[src/rtl/ata_tim_pkg.sv]
package ata_tim_pkg;

  localparam int CNT_W = 5;
  localparam int BYTE_W = 8;

  typedef logic [CNT_W-1:0] cnt_t;

  typedef enum logic [1:0] {
    PH_IDLE   = 2'd0,
    PH_SETUP  = 2'd1,
    PH_ACTIVE = 2'd2,
    PH_RECOV  = 2'd3
  } phase_e;

  typedef struct packed {
    cnt_t setup;
    cnt_t active;
    cnt_t recov;
  } xfer_cnt_t;

  // strobe-active clocks from the upper nibble; zero stands for sixteen
  function automatic cnt_t act_clocks(input logic [3:0] fld);
    cnt_t r;
    if (fld == 4'd0) r = cnt_t'(16);
    else             r = {1'b0, fld};
    return r;
  endfunction

  // recovery clocks from the lower nibble
  function automatic cnt_t rec_clocks(input logic [3:0] code);
    cnt_t r;
    if (code == 4'd0)       r = cnt_t'(16);
    else if (code == 4'hF)  r = cnt_t'(1);
    else                    r = {1'b0, code} + cnt_t'(1);
    return r;
  endfunction

  // address-setup clocks from the two-bit pattern
  function automatic cnt_t setup_clocks(input logic [1:0] pat);
    cnt_t r;
    case (pat)
      2'b01:   r = cnt_t'(2);
      2'b10:   r = cnt_t'(3);
      2'b00:   r = cnt_t'(4);
      default: r = cnt_t'(5);
    endcase
    return r;
  endfunction

endpackage

[src/rtl/ata_tim_regs.sv]
module ata_tim_regs
  import ata_tim_pkg::*;
#(
  parameter bit              SHARED_SETUP = 1'b0,
  parameter logic [BYTE_W-1:0] TIM_RST    = '0,
  parameter logic [1:0]      SET_RST      = 2'b00
) (
  input  logic              clk,
  input  logic              rst,
  input  logic              we,
  input  logic [1:0]        addr,
  input  logic [BYTE_W-1:0] wdata,
  output logic [BYTE_W-1:0] tim0,
  output logic [BYTE_W-1:0] tim1,
  output logic [1:0]        set0_pat,
  output logic [1:0]        set1_pat
);

  localparam logic [1:0] A_TIM0 = 2'd0;
  localparam logic [1:0] A_TIM1 = 2'd1;
  localparam logic [1:0] A_SET0 = 2'd2;
  localparam logic [1:0] A_SET1 = 2'd3;
  localparam int         PAT_HI = BYTE_W - 1;
  localparam int         PAT_LO = BYTE_W - 2;

  always_ff @(posedge clk) begin
    if (rst) begin
      tim0     <= TIM_RST;
      tim1     <= TIM_RST;
      set0_pat <= SET_RST;
    end else if (we) begin
      if (addr == A_TIM0) tim0     <= wdata;
      if (addr == A_TIM1) tim1     <= wdata;
      if (addr == A_SET0) set0_pat <= wdata[PAT_HI:PAT_LO];
    end
  end

  generate
    if (SHARED_SETUP) begin : g_shared
      // one common register serves both drives
      assign set1_pat = set0_pat;
    end else begin : g_per_drive
      logic [1:0] set1_q;
      always_ff @(posedge clk) begin
        if (rst)                            set1_q <= SET_RST;
        else if (we && (addr == A_SET1))    set1_q <= wdata[PAT_HI:PAT_LO];
      end
      assign set1_pat = set1_q;
    end
  endgenerate

endmodule

[src/rtl/ata_tim_decode.sv]
module ata_tim_decode
  import ata_tim_pkg::*;
(
  input  logic [BYTE_W-1:0] tim_sel,
  input  logic [1:0]        set0_pat,
  input  logic [1:0]        set1_pat,
  output xfer_cnt_t         cnt
);

  cnt_t s0, s1;

  always_comb begin
    s0         = setup_clocks(set0_pat);
    s1         = setup_clocks(set1_pat);
    cnt.setup  = (s1 > s0) ? s1 : s0;
    cnt.active = act_clocks(tim_sel[BYTE_W-1:BYTE_W-4]);
    cnt.recov  = rec_clocks(tim_sel[3:0]);
  end

endmodule

[src/rtl/ata_tim_seq.sv]
module ata_tim_seq
  import ata_tim_pkg::*;
(
  input  logic      clk,
  input  logic      rst,
  input  logic      req,
  input  logic      req_drive,
  input  xfer_cnt_t cnt,
  output logic      strobe_n,
  output logic      busy,
  output logic      done,
  output logic      unit
);

  phase_e ph_q, ph_nx;
  cnt_t   rem_q, rem_nx;
  cnt_t   act_q, act_nx;
  cnt_t   rec_q, rec_nx;
  logic   unit_nx;
  logic   done_nx;

  always_comb begin
    ph_nx   = ph_q;
    rem_nx  = rem_q;
    act_nx  = act_q;
    rec_nx  = rec_q;
    unit_nx = unit;
    done_nx = 1'b0;
    case (ph_q)
      PH_IDLE: begin
        if (req) begin
          ph_nx   = PH_SETUP;
          rem_nx  = cnt.setup - cnt_t'(1);
          act_nx  = cnt.active;
          rec_nx  = cnt.recov;
          unit_nx = req_drive;
        end
      end
      PH_SETUP: begin
        if (rem_q == '0) begin
          ph_nx  = PH_ACTIVE;
          rem_nx = act_q - cnt_t'(1);
        end else begin
          rem_nx = rem_q - cnt_t'(1);
        end
      end
      PH_ACTIVE: begin
        if (rem_q == '0) begin
          ph_nx  = PH_RECOV;
          rem_nx = rec_q - cnt_t'(1);
        end else begin
          rem_nx = rem_q - cnt_t'(1);
        end
      end
      default: begin
        if (rem_q == '0) begin
          ph_nx   = PH_IDLE;
          done_nx = 1'b1;
        end else begin
          rem_nx = rem_q - cnt_t'(1);
        end
      end
    endcase
  end

  always_ff @(posedge clk) begin
    if (rst) begin
      ph_q     <= PH_IDLE;
      rem_q    <= '0;
      act_q    <= '0;
      rec_q    <= '0;
      unit     <= 1'b0;
      strobe_n <= 1'b1;
      busy     <= 1'b0;
      done     <= 1'b0;
    end else begin
      ph_q     <= ph_nx;
      rem_q    <= rem_nx;
      act_q    <= act_nx;
      rec_q    <= rec_nx;
      unit     <= unit_nx;
      strobe_n <= (ph_nx != PH_ACTIVE);
      busy     <= (ph_nx != PH_IDLE);
      done     <= done_nx;
    end
  end

endmodule

[src/rtl/ata_pio_timer.sv]
module ata_pio_timer
  import ata_tim_pkg::*;
#(
  parameter bit                SHARED_SETUP = 1'b0,
  parameter logic [BYTE_W-1:0] TIM_RST      = '0,
  parameter logic [1:0]        SET_RST      = 2'b00
) (
  input  logic              clk,
  input  logic              rst,
  input  logic              cfg_we,
  input  logic [1:0]        cfg_addr,
  input  logic [BYTE_W-1:0] cfg_wdata,
  input  logic              xfer_req,
  input  logic              xfer_drive,
  output logic              strobe_n,
  output logic              xfer_busy,
  output logic              xfer_done,
  output logic              xfer_unit
);

  logic [BYTE_W-1:0] tim0, tim1, tim_sel;
  logic [1:0]        set0_pat, set1_pat;
  xfer_cnt_t         cnt;

  ata_tim_regs #(
    .SHARED_SETUP(SHARED_SETUP),
    .TIM_RST     (TIM_RST),
    .SET_RST     (SET_RST)
  ) u_regs (
    .clk     (clk),
    .rst     (rst),
    .we      (cfg_we),
    .addr    (cfg_addr),
    .wdata   (cfg_wdata),
    .tim0    (tim0),
    .tim1    (tim1),
    .set0_pat(set0_pat),
    .set1_pat(set1_pat)
  );

  assign tim_sel = xfer_drive ? tim1 : tim0;

  ata_tim_decode u_dec (
    .tim_sel (tim_sel),
    .set0_pat(set0_pat),
    .set1_pat(set1_pat),
    .cnt     (cnt)
  );

  ata_tim_seq u_seq (
    .clk      (clk),
    .rst      (rst),
    .req      (xfer_req),
    .req_drive(xfer_drive),
    .cnt      (cnt),
    .strobe_n (strobe_n),
    .busy     (xfer_busy),
    .done     (xfer_done),
    .unit     (xfer_unit)
  );

endmodule

[config.mk]
export PLATFORM = sky130hd
export DESIGN_NAME = ata_pio_timer
export DESIGN_NICKNAME = d
export VERILOG_FILES = /design/src/rtl/ata_tim_pkg.sv /design/src/rtl/ata_tim_regs.sv /design/src/rtl/ata_tim_decode.sv /design/src/rtl/ata_tim_seq.sv /design/src/rtl/ata_pio_timer.sv
export SDC_FILE = /design/constraint.sdc
export NUM_CORES = 1
export LEC_CHECK = 0
export BUFFER_PORTS_ARGS = -buffer_cell sky130_fd_sc_hd__buf_2
export CAP_MARGIN = 15
export CORE_MARGIN = 3
export CORE_UTILIZATION = 30
export CTS_CLUSTER_SIZE = 30
export DETAILED_ROUTE_END_ITERATION = 10
export GPL_ROUTABILITY_DRIVEN = 0
export PLACE_DENSITY_LB_ADDON = 0.25
export SLEW_MARGIN = 20
export SYNTH_ARGS = -nofsm -noshare
export SYNTH_HDL_FRONTEND = slang
export SYNTH_HIERARCHICAL = 1
export SYNTH_SLANG_ARGS = --single-unit
[constraint.sdc]
create_clock -name clk -period 2.8 [get_ports clk]
set_input_delay 0.7 -clock clk [delete_from_list [all_inputs] [get_ports clk]]
set_output_delay 0.7 -clock clk [all_outputs]
set_load 0.1 [all_outputs]
# Yosys cells after proc, flatten, opt, wreduce, memory -nomap -nowiden
# Index checks and enable logic that the tools add are counted.
# Widths: inputs -> output; s select.
word_totals:
  mem_bits_rw: 0
  inputBits: 15
  latch_bits: 0
  rom_bits: 0
  reg_bits: 41
  memories: 0
classes:
  addsub: 5
  mul: 0
  n_lt_le_gt_ge: 1
  div: 0
  n_shift: 0
  n_eq_ne: 13
  n_mux: 18
  bitwise_logic: 0
  n_reduce_logical: 15
ops:
  columns: ["op", "count"]
  rows:
  - ["$mux 5", 7]
  - ["$pmux 3 s3", 2]
  - ["$pmux 5 s3", 1]
  - ["$sub 5x1->5 const B", 3]
  - ["$eq 2x2->1 const B", 5]
  - ["$reduce_and 2->1", 5]
  - ["$eq 2x1->1 const B", 4]
  - ["$logic_not 2->1", 4]
  - ["$logic_not 4->1", 2]
  - ["$mux 2", 4]
  - ["$mux 8", 1]
  - ["$pmux 2 s3", 1]
  - ["$add 4x1->5 const B", 1]
  - ["$logic_not 5->1", 1]
  - ["$eq 4x4->1 const B", 1]
  - ["$ne 2x2->1 const B", 2]
  - ["$ne 4x4->1 const B", 1]
  - ["$reduce_or 4->1", 1]
  - ["$sub 3x1->4 const B", 1]
  - ["$gt 3x3->1", 1]
  - ["$mux 3", 1]
  - ["$reduce_bool 2->1", 1]
  - ["$logic_and 1x1->1", 1]
  - ["$mux 1", 1]

# Logic depth before layout (Yosys ltp)
# Gate-level depths: netlist of run 1.
depth:
  ltp_word: 7
  ltp_mapped: 14
  mapped_depth_nobuf: 14

# By module
# The synthesis of run 1 kept the hierarchy.
modules_own_cells:
  columns: ["mod", "area_per_inst_um2", "n_inst", "cells_per_inst"]
  rows:
  - ["ata_tim_seq", 1179.9, 1, 150]
  - ["ata_tim_regs", 844.6, 1, 78]
  - ["ata_tim_decode", 305.3, 1, 44]
  - ["ata_pio_timer", 131.4, 1, 9]

# Worst setup path before layout of run 1
# No wires, ideal clock.
synth_path:
  kind: "register to register"
  start: "reg u_regs.g_per_drive.set1_q[0], in the netlist u_regs/set1_pat[0]"
  end: "reg u_seq.rem_q[2]"
  arrival_time_ns: 2.353
  synth_period_minus_slack_ns: 2.490
  path_buffers: 0
  path_stages_with_launch: 14
  required_ns: 2.663
  setup_ns: 0.137
  setup_slack_ns: 0.310
  cell_sequence: "dfxtp_1 inv_1 ha_1 inv_1 ha_1 and2b_1 o21ai_1 a32oi_2 mux2i_1 inv_1 ha_1 xor2_1 a2bb2oi_1 o221ai_1"
synth_lines:
  columns: ["item", "line_no", "text"]
  rows:
  - ["start, declared", "ata_tim_regs.sv:43", "logic [1:0] set1_q;"]
  - ["start signal, assigned", "ata_tim_regs.sv:46", "else if (we && (addr == A_SET1)) set1_q <= wdata[PAT_HI:PAT_LO];"]
  - ["end signal, assigned", "ata_tim_seq.sv:78", "rem_q <= rem_nx;"]
  - ["end, declared", "ata_tim_seq.sv:16", "cnt_t rem_q, rem_nx;"]

==> results.py, run 1 <==
metrics = {
    "outcome": {
        "outcome": "completed",
    },
    "timing": {
        "fin_crit_sh": 0.933,
        "hold_viol_final": 0,
        "fin_skew_ns": 0.00556,
        "slew_violations": 0,
        "setup_viol": 0,
        "rsz0062_at_grt": "false",
        "tns_ns": 0,
        "period_minus_slack_ns": 2.61,
        "worstMarginPinSlew_ns": 0.571,
        "clock.fmax_ghz": 0.383,
        "max_slew_margin": 0.620,
    },
    "grt": {
        "grt_max_degree": 40,
        "grt_overflow": 0,
        "antenna_found_initial": 0,
        "grt_pass1_vias": 1775,
        "grt.busiest_layer": "met2",
        "grt_usage": 0.112,
        "use_met1": 0.145,
        "grtUsageMet3": 0.0294,
        "grt_use_met2": 0.179,
        "grt_pass1_wl_mm": 8.22,
    },
    "pwr": {
        "leakage_nw": 1.11,
        "peakVddDrop_v": 0.000250,
        "power_density_mw_per_mm2": 612,
    },
    "die": {
        "die_w_um": 96.6,
        "die_y_um": 96.6,
        "fp-row-count": 32,
        "die_area_mm2": 0.00933,
        "io_pins": 19,
        "start_util": 0.314,
        "core_area_mm2": 0.00785,
    },
    "detailed_routing": {
        "via_per_inst": 4.66,
        "wl_per_cell_um": 11.8,
        "routed_wl_mm": 4.66,
        "drc_errors": 0,
        "drtPass1Iterations": 4,
        "vias": 1841,
        "drtIter0Drc": 66,
        "detail-route-antenna-nets": 0,
    },
    "worst_setup_path": {
        "cp_num_buf_inv": 3,
        "worst_path_most_repeated_cell": "inv_1",
        "start_kind": "flop",
        "end_kind": "flop",
        "worstPathArrival_ns": 2.77,
        "crit_path_top_delay_cell": "dfxtp_2",
        "worst_path_largest_cell_delay_ns": 0.35,
        "rrSetupSlack_ns": 0.19,
        "worst_ep_required_time_ns": 2.96,
        "crit_family": "adder cells",
        "path_max_fanout": 3,
        "crit_type": "flop to flop",
        "critical_path.cell_chain": "inv_1, ha_4, inv_1, ha_4, and2b_1, o21ai_1, a32oi_2, mux2i_1, inv_1, ha_1, nand2_1, a221oi_2, nor3_1",
    },
    "clock_network": {
        "cts_buffers": 5,
        "cts_sinks": 41,
        "cts_setup_buffers": 0,
        "postCtsHoldBufs": 0,
        "cts_tree": "yes",
        "root_buffer": "clkbuf_8",
        "htree_levels": 2,
        "clkSlewWorstSetupHoldPaths_ns": 0.08,
        "clk_latency_ns": 0.29,
        "cts_max_path_buffers": 2,
    },
    "logic_synthesis": {
        "ys_seq_area_frac": 0.334,
        "synth.distinct_cells": 46,
        "post_synth.cell_area_avg_um2": 8.76,
        "ys_ff_latch": 41,
        "synth_area_mm2": 0.00246,
        "yosys_warnings": 6,
        "async_reset_ff_frac": 0,
        "syn_inst": 281,
        "synth_edf_count": 0,
        "synthFlopType": "dfxtp_1",
    },
    "layout": {
        "utilization": 0.353,
        "fill_cells": 846,
        "diodes": 0,
        "area_delta_synth_final_pct": 12.4,
        "fin_nets": 320,
        "drive_gt1_frac": 0.181,
        "multiInputGateArea_mm2": 0.00150,
        "regArea_um2": 823,
    },
    "hold_path": {
        "holdCritPathClass": "flop to flop",
    },
    "run": {
        "maxCapViolCount": 0,
    },
    "placed_design": {
        "post-dp-hpwl_mm": 3.39,
        "io_buffers": 18,
    },
}
[sequential cells by signal, indices dropped and copies added (netlist names)]
signal / count
u_seq/act_q: 5
u_seq/unit: 1
u_seq/ph_q: 2
u_regs/tim0: 8
u_seq/busy: 1
u_seq/rec_q: 5
u_regs/set1_pat: 2
u_seq/strobe_n: 1
u_seq/done: 1
u_seq/rem_q: 5
u_regs/tim1: 8
u_regs/set0_pat: 2
[cells in the mapped netlist (8+ instances only)]
library cell | n | area [um2]
nor2_1 | 11 | 41.3
nor3_1 | 9 | 45.0
clkbuf_1 | 10 | 37.5
a21oi_1 | 17 | 85.1
ha_1 | 13 | 163
mux2_4 | 8 | 120
nand2_1 | 31 | 116
inv_1 | 19 | 71.3
mux2i_1 | 24 | 240
dfxtp_1 | 41 | 821
nand2b_1 | 33 | 206
xnor2_1 | 8 | 70.1
[worst register-to-register path: stages, from the launching register on]
cell,delay (ns)
dfxtp_2,0.35
inv_1,0.07
ha_4,0.27
inv_1,0.07
ha_4,0.27
and2b_1,0.12
o21ai_1,0.07
a32oi_2,0.29
mux2i_1,0.29
inv_1,0.07
ha_1,0.28
nand2_1,0.06
a221oi_2,0.21
nor3_1,0.07
[final timing paths]
path / from / endpoint / cells after the start
hold reg to reg: u_seq/unit$_SDFFE_PP0P_ / u_seq/unit$_SDFFE_PP0P_ / 2
setup reg to reg: u_regs/set1_pat[0]$_SDFFE_PP0P_ / u_seq/rem_q[1]$_SDFFE_PP0P_ / 13
setup / recovery: u_regs/set1_pat[0]$_SDFFE_PP0P_ / u_seq/rem_q[1]$_SDFFE_PP0P_ / 13
hold / removal: u_seq/unit$_SDFFE_PP0P_ / u_seq/unit$_SDFFE_PP0P_ / 2
[kinds of logic after synthesis]
logic type               count (synthesis)  share of synthesized area
flip-flops                              41                      0.334
other                                    1                    0.00152
XOR/XNOR                                11                     0.0391
buffers and inverters                   39                     0.0752
AO/OA/AOI/OAI                           42                      0.112
AND/OR/NAND/NOR                        102                      0.226
multiplexers                            32                      0.146
adder cells (fa/ha/maj)                 13                     0.0661
[routing by layer]
metal,vias to the layer above,share of wire
met1,848,0.51
met3,4,0.039
met2,28,0.44
li1,961,-
met4,0,0.011
met5,-,0
[what timing repair did]
action | 4_1_cts | 5_1_grt
gates resized for setup | 0 | 5
hold endpoints to repair | 0 | 0
endpoints found under the setup margin | 0 | 4
[area by class of cell]
cell class / count / area share
Clock inverter: 2 / 0.0136
Inverter: 19 / 0.0258
Multi-Input combinational cell: 202 / 0.541
Timing Repair Buffer: 23 / 0.0461
Clock buffer: 6 / 0.0299
Tap cell: 102 / 0.0461
Sequential cell: 41 / 0.298
[per-stage QoR]
stage / total power, mW / cell area, um2 / std cells / hold slack, ns / setup slack (ns)
6_report: 1.69 / 2770 / 395 / 0.468 / 0.188
5_1_grt: 1.80 / 2770 / 395 / 0.501 / 0.00520
4_1_cts: 1.71 / 2730 / 395 / 0.476 / 0.0587
3_5_place_dp: 1.20 / 2610 / 387 / 0.464 / 0.0860
3_3_place_gp: 1.20 / 2610 / 387 / 0.461 / 0.241
2_1_floorplan: 1.10 / 2460 / 282 / 0.448 / 0.310
[report_power, final]
| part | total, mW | internal [mW] | switching [mW] | leakage (nW) |
|---|---|---|---|---|
| combinational | 0.522 | 0.219 | 0.303 | 0.714 |
| sequential | 0.672 | 0.632 | 0.0392 | 0.335 |
| clock | 0.500 | 0.290 | 0.210 | 0.0574 |
[layout by cell type, fill, tap and decap left out, types with 9 or more instances in the layout]
cell type,instances
inv_1,19
nand2b_1,33
nand2_1,31
mux2i_1,24
nor2_1,11
ha_1,10
a21oi_1,17
dfxtp_1,39
buf_2,18
nor3_1,9
No activity file was read; power rests on OpenSTA's default activity.
==> run 2, diff against run 1 <==
--- a/config.mk
+++ b/config.mk
@@ -8,7 +8,7 @@
 export BUFFER_PORTS_ARGS = -buffer_cell sky130_fd_sc_hd__buf_2
 export CAP_MARGIN = 15
 export CORE_MARGIN = 3
-export CORE_UTILIZATION = 30
+export CORE_UTILIZATION = 60
 export CTS_CLUSTER_SIZE = 30
 export DETAILED_ROUTE_END_ITERATION = 10
 export GPL_ROUTABILITY_DRIVEN = 0
==> run 2 against run 1 <==
  * Via count is 0.33% lower
  * Worst hold slack improved by 0.0057 ns
  * Global-route usage rose by 7.4 points
  * Clock-buffer cell count shrank 1
  * Register-to-register slack improved by 0.03 ns
  * Worst setup slack improved by 0.035 ns
  * Clock power is 4.0% lower
  * Sequential power barely moved
  * Sequential share of layout area increased by 0.77 points
  * Sequential cell count unchanged
  * Cell count fell by 14%
  * Total power down 1.6%
==> results.py, run 2 (synthesis gave the netlist of run 1 again) <==
metrics = {
    "hold_path": {
        "holdCritPathClass": "flop to flop",
    },
    "clock_network": {
        "root_buffer": "clkbuf_8",
        "clkSlewWorstSetupHoldPaths_ns": 0.08,
        "cts_buffers": 5,
        "htree_levels": 2,
        "clk_latency_ns": 0.30,
        "cts_max_path_buffers": 2,
        "cts_sinks": 41,
        "cts_tree": "yes",
    },
    "die": {
        "die_area_mm2": 0.00491,
        "die_y_um": 70.0,
        "io_pins": 19,
        "die_w_um": 70.0,
        "fp-row-count": 22,
        "core_area_mm2": 0.00380,
        "start_util": 0.648,
    },
    "layout": {
        "final_cell_mix": "40 x dfxtp_1, 33 x nand2b_1, 31 x nand2_1, 24 x mux2i_1",
        "drive_gt1_frac": 0.181,
        "fill_cells": 315,
        "layout_commonest_cell": "dfxtp_1",
        "top_regs": "u_regs/tim0: 8 flops, u_regs/tim1: 8 flops",
        "diodes": 0,
        "fin_nets": 320,
        "utilization": 0.709,
        "area_delta_synth_final_pct": 9.41,
    },
    "worst_setup_path": {
        "end_kind": "flop",
        "cp_num_buf_inv": 3,
        "crit_type": "flop to flop",
        "critical_path.cell_chain": "inv_1, ha_4, nor2_1, inv_1, ha_1, and2b_1, o21ai_1, a32oi_2, mux2i_1, inv_1, ha_1, nand2_1, a221oi_2, nor3_1",
        "worst_path_largest_cell_delay_ns": 0.36,
        "rrSetupSlack_ns": 0.22,
        "crit_family": "adder cells",
        "worstPathArrival_ns": 2.75,
        "path_max_fanout": 3,
        "worst_ep_required_time_ns": 2.97,
        "worst_path_most_repeated_cell": "inv_1",
        "crit_path_top_delay_cell": "dfxtp_1",
        "start_kind": "flop",
    },
    "grt": {
        "grt_usage": 0.186,
        "grt_max_degree": 37,
        "antenna_found_initial": 0,
        "grt_pass1_vias": 1734,
        "grt_overflow": 0,
        "grt_pass1_wl_mm": 7.46,
    },
    "run": {
        "maxCapViolCount": 0,
    },
    "detailed_routing": {
        "wl_per_cell_um": 12.3,
        "routed_wl_mm": 4.18,
        "detail-route-antenna-nets": 0,
        "vias": 1835,
        "drc_errors": 0,
        "drtPass1Iterations": 4,
        "via_per_inst": 5.38,
        "drtIter0Drc": 90,
    },
    "outcome": {
        "outcome": "completed",
    },
    "timing": {
        "setup_viol": 0,
        "period_minus_slack_ns": 2.58,
        "slew_violations": 0,
        "fin_crit_sh": 0.920,
        "hold_viol_final": 0,
        "clock.fmax_ghz": 0.388,
        "fin_skew_ns": 0.00560,
        "tns_ns": 0,
        "rsz0062_at_grt": "false",
    },
    "placed_design": {
        "post-dp-hpwl_mm": 3.10,
        "io_buffers": 18,
    },
    "pwr": {
        "power_density_mw_per_mm2": 619,
        "peakVddDrop_v": 0.000365,
        "leakage_nw": 1.10,
    },
}
==> run 2: cell count changes in the layout (fill, tap and decap cells not counted), sizes merged <==
cell and delta:
clkbuf -1, clkinv +1
==> run 2: final cells by class <==
class	count	area, um2	share of cell area
Multi-Input combinational cell	202	1500	0.556
Sequential cell	41	822	0.305
Timing Repair Buffer	23	128	0.0474
Inverter	19	71.3	0.0265
Clock buffer	5	68.8	0.0256
Tap cell	48	60.1	0.0223
Clock inverter	3	46.3	0.0172
==> run 2: worst register-to-register path: stages, from the launching register on <==
cell,delay [ns]
dfxtp_1,0.36
inv_1,0.08
ha_4,0.15
nor2_1,0.16
inv_1,0.06
ha_1,0.17
and2b_1,0.18
o21ai_1,0.06
a32oi_2,0.27
mux2i_1,0.27
inv_1,0.07
ha_1,0.27
nand2_1,0.06
a221oi_2,0.23
nor3_1,0.07
==> run 2: layer usage <==
metal	global-route usage	vias up	routed length (um)
met5	0	-	0
met4	0.0745	0	74
met3	0.0489	6	166
met2	0.317	38	1940
met1	0.221	822	2000
li1	-	969	-
==> run 2: what timing repair did <==
action	CTS	global route
setup endpoints to repair	0	2
buffers inserted	0	0
resized for setup	0	5
hold buffers	0	0
==> run 2: metrics by stage <==
stage | setup WS [ns] | cells | hold WS, ns | cell area, um2 | power [mW]
finish | 0.223 | 341 | 0.473 | 2690 | 1.67
floorplan | 0.310 | 282 | 0.448 | 2460 | 1.10
detailed placement | 0.184 | 333 | 0.463 | 2540 | 1.19
global placement | 0.258 | 333 | 0.457 | 2540 | 1.18
global route | 0.00101 | 341 | 0.488 | 2690 | 1.77
CTS | 0.169 | 341 | 0.474 | 2650 | 1.68
==> run 2: path summary, 6_finish.rpt <==
kind / endpoint / cells after the start / startpoint
worst min register to register: u_seq/act_q[4]$_SDFFE_PP0P_ / 2 / u_seq/act_q[4]$_SDFFE_PP0P_
worst max register to register: u_seq/rem_q[1]$_SDFFE_PP0P_ / 14 / u_regs/set0_pat[0]$_SDFFE_PP0P_
worst min-delay path: u_seq/act_q[4]$_SDFFE_PP0P_ / 2 / u_seq/act_q[4]$_SDFFE_PP0P_
worst max-delay path: u_seq/rem_q[1]$_SDFFE_PP0P_ / 14 / u_regs/set0_pat[0]$_SDFFE_PP0P_
==> run 2: power by group <==
group / switching [mW] / internal, mW / total (mW)
Clock: 0.214 / 0.267 / 0.480
Sequential: 0.0390 / 0.632 / 0.671
Combinational: 0.297 / 0.219 / 0.515
